--- src/rtl/rpred_pkg.sv ---
package rpred_pkg;

  // Translate a logical predicate index into a physical slot.
  // Static region passes through; rotating region is offset by base, wrapped.
  function automatic int unsigned phys_of(int unsigned lidx, int unsigned base,
                                          int unsigned n_static, int unsigned n_rot);
    int unsigned s;
    if (lidx < n_static) return lidx;
    s = lidx - n_static + base;
    if (s >= n_rot) s = s - n_rot;
    return n_static + s;
  endfunction

endpackage

--- src/rtl/rpred_base.sv ---
module rpred_base #(
  parameter int NUM_ROT = 48,
  localparam int BASE_W = $clog2(NUM_ROT)
) (
  input  logic              clk,
  input  logic              rst,
  input  logic              step,
  output logic [BASE_W-1:0] base,
  output logic [BASE_W-1:0] base_nxt
);

  always_comb begin
    if (!step)          base_nxt = base;
    else if (base == '0) base_nxt = BASE_W'(NUM_ROT - 1);
    else                base_nxt = base - 1'b1;
  end

  always_ff @(posedge clk) begin
    if (rst) base <= '0;
    else     base <= base_nxt;
  end

  // base stays inside the rotating region
  p_base_range_r9: assert property (@(posedge clk) disable iff (rst)
    32'(base) < NUM_ROT);
  // every branch moves the base, no branch leaves it alone
  p_base_moves_r7: assert property (@(posedge clk) disable iff (rst)
    step |=> base != $past(base));
  p_base_hold_r7: assert property (@(posedge clk) disable iff (rst)
    !step |=> $stable(base));

endmodule

--- src/rtl/rpred_store.sv ---
module rpred_store #(
  parameter int NUM_PRED   = 64,
  parameter int NUM_STATIC = 16,
  localparam int IDX_W = $clog2(NUM_PRED)
) (
  input  logic                clk,
  input  logic                rst,
  input  logic                wr_en,
  input  logic [IDX_W-1:0]    wr_phys,
  input  logic                wr_data,
  input  logic                inj_en,
  input  logic [IDX_W-1:0]    inj_phys,
  input  logic                inj_data,
  output logic [NUM_PRED-1:0] bits
);

  assign bits[0] = 1'b1;

  for (genvar g = 1; g < NUM_PRED; g++) begin : g_bit
    always_ff @(posedge clk) begin
      if (rst)                                    bits[g] <= 1'b0;
      else if (inj_en && inj_phys == IDX_W'(g))   bits[g] <= inj_data;
      else if (wr_en && wr_phys == IDX_W'(g))     bits[g] <= wr_data;
    end
  end

  // without a write, the static region is untouched by anything
  p_static_hold_r6: assert property (@(posedge clk) disable iff (rst)
    !wr_en |=> $stable(bits[NUM_STATIC-1:0]));
  // injected stage-1 bit lands where it was aimed
  p_inject_r8: assert property (@(posedge clk) disable iff (rst)
    inj_en |=> bits[$past(inj_phys)] == $past(inj_data));

endmodule

--- src/rtl/rpred_rdport.sv ---
module rpred_rdport #(
  parameter int NUM_PRED = 64,
  localparam int IDX_W = $clog2(NUM_PRED)
) (
  input  logic                clk,
  input  logic                rst,
  input  logic                en,
  input  logic [IDX_W-1:0]    phys,
  input  logic [NUM_PRED-1:0] bits,
  output logic                q
);

  always_ff @(posedge clk) begin
    if (rst) q <= 1'b0;
    else     q <= en & bits[phys];
  end

  // a disabled lookup always yields a cleared enable
  p_gate_off_r5: assert property (@(posedge clk) disable iff (rst)
    !en |=> !q);

endmodule

--- src/rtl/rot_pred_ctrl.sv ---
module rot_pred_ctrl #(
  parameter int NUM_PRED   = 64,
  parameter int NUM_STATIC = 16,
  parameter int NUM_OPS    = 3,
  localparam int IDX_W   = $clog2(NUM_PRED),
  localparam int NUM_ROT = NUM_PRED - NUM_STATIC,
  localparam int BASE_W  = $clog2(NUM_ROT)
) (
  input  logic                     clk,
  input  logic                     rst,
  input  logic                     pw_en,
  input  logic [IDX_W-1:0]         pw_idx,
  input  logic                     pw_val,
  input  logic [IDX_W-1:0]         pr_idx,
  output logic                     pr_val,
  input  logic [NUM_OPS-1:0]       gd_valid,
  input  logic [NUM_OPS*IDX_W-1:0] gd_idx,
  output logic [NUM_OPS-1:0]       gd_en,
  input  logic                     loop_br,
  input  logic                     loop_more
);
  import rpred_pkg::*;

  logic [BASE_W-1:0]   base, base_nxt;
  logic [NUM_PRED-1:0] bits;
  logic [IDX_W-1:0]    wr_phys, rd_phys, inj_phys;

  rpred_base #(.NUM_ROT(NUM_ROT)) u_base (
    .clk(clk), .rst(rst), .step(loop_br), .base(base), .base_nxt(base_nxt)
  );

  // Writes and reads use the mapping in force before this cycle's rotation.
  assign wr_phys  = IDX_W'(phys_of(32'(pw_idx), 32'(base), NUM_STATIC, NUM_ROT));
  assign rd_phys  = IDX_W'(phys_of(32'(pr_idx), 32'(base), NUM_STATIC, NUM_ROT));
  // New logical stage-1 slot under the rotated base.
  assign inj_phys = IDX_W'(NUM_STATIC + 32'(base_nxt));

  rpred_store #(.NUM_PRED(NUM_PRED), .NUM_STATIC(NUM_STATIC)) u_store (
    .clk(clk), .rst(rst),
    .wr_en(pw_en), .wr_phys(wr_phys), .wr_data(pw_val),
    .inj_en(loop_br), .inj_phys(inj_phys), .inj_data(loop_more),
    .bits(bits)
  );

  rpred_rdport #(.NUM_PRED(NUM_PRED)) u_rd (
    .clk(clk), .rst(rst), .en(1'b1), .phys(rd_phys), .bits(bits), .q(pr_val)
  );

  for (genvar i = 0; i < NUM_OPS; i++) begin : g_op
    logic [IDX_W-1:0] op_phys;
    assign op_phys = IDX_W'(phys_of(32'(gd_idx[i*IDX_W +: IDX_W]), 32'(base),
                                    NUM_STATIC, NUM_ROT));
    rpred_rdport #(.NUM_PRED(NUM_PRED)) u_op (
      .clk(clk), .rst(rst), .en(gd_valid[i]), .phys(op_phys), .bits(bits),
      .q(gd_en[i])
    );
  end

  // logical 0 reads true whatever was written
  p_zero_true_r2: assert property (@(posedge clk) disable iff (rst)
    pr_idx == '0 |=> pr_val);
  // outputs are cleared while in reset
  p_reset_clear_r1: assert property (@(posedge clk)
    rst |=> (!pr_val && gd_en == '0));

endmodule

--- config.mk ---
export PLATFORM = sky130hd
export DESIGN_NAME = rot_pred_ctrl
export DESIGN_NICKNAME = d
export VERILOG_FILES = /design/src/rtl/rpred_pkg.sv /design/src/rtl/rpred_base.sv /design/src/rtl/rpred_store.sv /design/src/rtl/rpred_rdport.sv /design/src/rtl/rot_pred_ctrl.sv
export SDC_FILE = /design/constraint.sdc
export NUM_CORES = 1
export LEC_CHECK = 0
export BUFFER_PORTS_ARGS = -buffer_cell sky130_fd_sc_hd__buf_2
export CORE_UTILIZATION = 40
export DETAILED_ROUTE_END_ITERATION = 6
export HOLD_SLACK_MARGIN = 0.06
export PLACE_DENSITY = 0.62
export SKIP_CTS_REPAIR_TIMING = 1
export SLEW_MARGIN = 20
export SYNTH_ARGS = -nofsm -noshare
export SYNTH_HDL_FRONTEND = slang
export SYNTH_HIERARCHICAL = 1
export SYNTH_SLANG_ARGS = --single-unit
export TNS_END_PERCENT = 100
--- constraint.sdc ---
create_clock -name clk -period 7.99 [get_ports clk]
set_clock_uncertainty 0.15 [all_clocks]
set_input_delay 1.1985 -clock clk [delete_from_list [all_inputs] [get_ports clk]]
set_output_delay 1.1985 -clock clk [all_outputs]
set_load 0.02 [all_outputs]
==> flow_summary.json <==
{
  "drtIter0Drc": 956,
  "io_pins": 43,
  "final_cell_mix": "dfxtp_1, o21ai_0, a22oi_1",
  "place.gp.congestion": 0.8598,
  "clk_pin_slew_ns": 0.06,
  "placedCellCount": 1148,
  "fin_tns_setup_ns": 0,
  "wl_um": 26380,
  "die_h_um": 151.0,
  "antenna_found_initial": 0,
  "grt_start_max_net_pins": 78,
  "critPathKind": "in -> reg",
  "hold_class": "reg -> reg",
  "finalHoldViolCount": 0,
  "rsz0062_at_grt": "false",
  "post-route-period-util_pct": 68.16,
  "dieWidth_um": 151.0,
  "synth_edf_count": 0,
  "p_leak_nw": 3.338,
  "period_needed_ns": 5.446,
  "detail-route-antenna-nets": 0,
  "power.total_w": 0.002243,
  "area_delta_synth_final_pct": 4.746,
  "max_slew_margin_pct": 33.13,
  "drc": 0,
  "cts_root_buf": "clkbuf_16",
  "yosys_warnings": 6,
  "grt_util_all_layers_pct": 23.79,
  "htreeDepth": 3,
  "gr-total-overflow": 0,
  "vias": 7906,
  "setup_viol": 0,
  "core_area_sq_um": 21820,
  "port_buffers": 42,
  "clk_path_buf_depth": 2,
  "peakVddDrop_v": 0.0001276,
  "endpoint_kind": "register",
  "clock_latency_ns": 0.35,
  "timing.max_cap.violations": 0,
  "worst_slew_pin_slew_ns": 1.003,
  "drv_slew": 0,
  "cp_max_fo": 16,
  "ys_ff_latch": 73,
  "slowest_delay_ns": 0.76,
  "diodes": 0,
  "async_flop_share_pct": 0,
  "required_ns": 8.01,
  "critPathArrivalTime_ns": 5.47,
  "power_density_nw_per_um2": 241.0,
  "cp_cell_sequence": "buf_2 -> ha_1 -> inv_1 -> fa_1 -> nor2b_1 -> o21ai_0 -> nand2b_1 -> xnor2_1 -> inv_1 -> ha_1 -> nand2b_1 -> a31oi_1 -> a21o_1 -> a211oi_1 -> o31ai_1 -> nand3_1 -> o21ai_0 -> a221oi_1",
  "nFillCells": 2120,
  "slowest_stage": "nand3_1",
  "startpoint_type": "input port",
  "wl_per_cell_um": 22.66,
  "yosysSeqAreaShare_pct": 16.45,
  "dieArea_sq_um": 22810,
  "grt_pass1_wl_um": 41580,
  "drive_gt1_share_pct": 23.87,
  "synth.distinct_cells": 84,
  "layoutNonFillerInstCount": 1164,
  "final_common_cell": "dfxtp_1",
  "outcome": "complete, no violations",
  "avgSynthCellArea_sq_um": 9.949,
  "via_per_inst": 6.792,
  "hpwl_um": 18530,
  "numClockSinks": 73,
  "cts_tree": "built",
  "grt_pass1_vias": 7341,
  "fmax_mhz": 183.6,
  "multi_input_area_sq_um": 6618,
  "syn_area_sq_um": 8885,
  "start_util_pct": 40.71,
  "rows": 54,
  "firstDrtPassIters": 6,
  "syn_inst": 893,
  "final_nets": 965,
  "seq_area_sq_um": 1461,
  "synth_ff_type": "dfxtp_1",
  "cts_buffers": 9
}
==> layer usage <==
layer | part of all wire (%) | routed length [um] | vias to the layer above | GRT usage (%)
met1 | 44 | 11720 | 3857 | 33.43
li1 | - | - | 3614 | -
met2 | 45 | 11990 | 406 | 37.78
met3 | 8.7 | 2283 | 29 | 4.066
met4 | 1.5 | 383 | 0 | 5.650
met5 | 0 | 0 | - | 0
==> worst max-delay path, delay by kind of cell <==
family          cells  cell delay, ns
compound gates      7            1.85
simple gates        4            1.17
fa+ha+maj           3            0.80
buf+inv             3            0.28
xor+xnor            1            0.17
==> area by class of cell <==
type	count	area share (%)
multi-input combinational	681	71.11
sequential	73	15.70
timing repair buffer	62	3.872
tap	280	3.764
clock buffer	11	2.608
inverter	52	2.097
clock inverter	5	0.8470
==> Yosys cell counts (all sizes together) (4+ instances only) <==
cell type	instances	area share [%]
inv	52	2.2
xor2	11	1.1
ha	42	5.9
a221oi	65	7.8
nand2b	4	0.28
xnor2	12	1.3
clkbuf	34	2.4
mux4	68	18
o21ai	103	5.8
a21oi	19	1.1
nor4	9	0.87
mux2	13	1.6
o21a	4	0.34
and4bb	14	2.0
nor3b	13	1.2
mux2i	16	1.8
dfxtp	73	16
buf	54	4.8
o2111ai	4	0.39
and3	9	0.63
a21o	7	0.59
nand4bb	6	0.76
nor2b	12	0.84
o21bai	5	0.42
nor3	15	1.1
or4b	4	0.45
nor4b	15	2.8
nand2	38	1.6
fa	5	1.1
or4	5	0.46
nand4b	4	0.39
nand3b	6	0.51
o22ai	4	0.28
nor2	11	0.46
a211oi	14	1.2
nand3	10	0.62
and4b	11	1.3
a22oi	63	5.4
a31oi	4	0.28
==> logic make-up after synthesis <==
group / after synthesis / synth area share [%]
compound gates: 307 / 25.48
xor+xnor: 23 / 2.352
fa+ha+maj: 47 / 7.041
buf+inv: 140 / 9.407
flops: 73 / 16.45
mux: 97 / 21.53
other cells: 2 / 0.08453
simple gates: 204 / 17.66
==> path summary, 6_finish.rpt <==
path	start	end	slack, ns	cells past startpoint
hold reg to reg	u_store/bits[27]	u_store/bits[27]	0.40	2
setup reg to reg	u_base/base[0]	u_store/bits[58]	2.72	17
setup / recovery	pw_idx[0]	u_store/bits[58]	2.54	18
hold / removal	u_store/bits[27]	u_store/bits[27]	0.40	2
==> report_power, final <==
| group | leakage [nW] | total, W | switching (W) | internal [W] |
|---|---|---|---|---|
| registers | 0.590 | 0.000453 | 0.0000595 | 0.000393 |
| clock network | 0.159 | 0.000451 | 0.000169 | 0.000282 |
| logic | 2.59 | 0.00134 | 0.000819 | 0.000520 |
==> through the flow <==
| step | worst slack, ns | hold slack, ns | cell area [sq um] | utilization (%) |
|---|---|---|---|---|
| after floorplan | 3.016 | 0.3408 | 8889 | - |
| after global placement | 2.416 | 0.3800 | 8985 | 41.17 |
| after detailed placement | 2.340 | 0.3981 | 8985 | 41.17 |
| after CTS | 2.650 | 0.4060 | 9306 | 42.64 |
| after global routing | 2.112 | 0.4488 | 9306 | 42.64 |
| final | 2.544 | 0.4043 | 9306 | 42.64 |
==> flip-flops by register name, indices dropped and copies added (netlist names) <==
register	cells
g_op.u_op/q	3
u_base/base	6
u_rd/q	1
u_store/bits	63
Power figures use the tool's default switching activity.
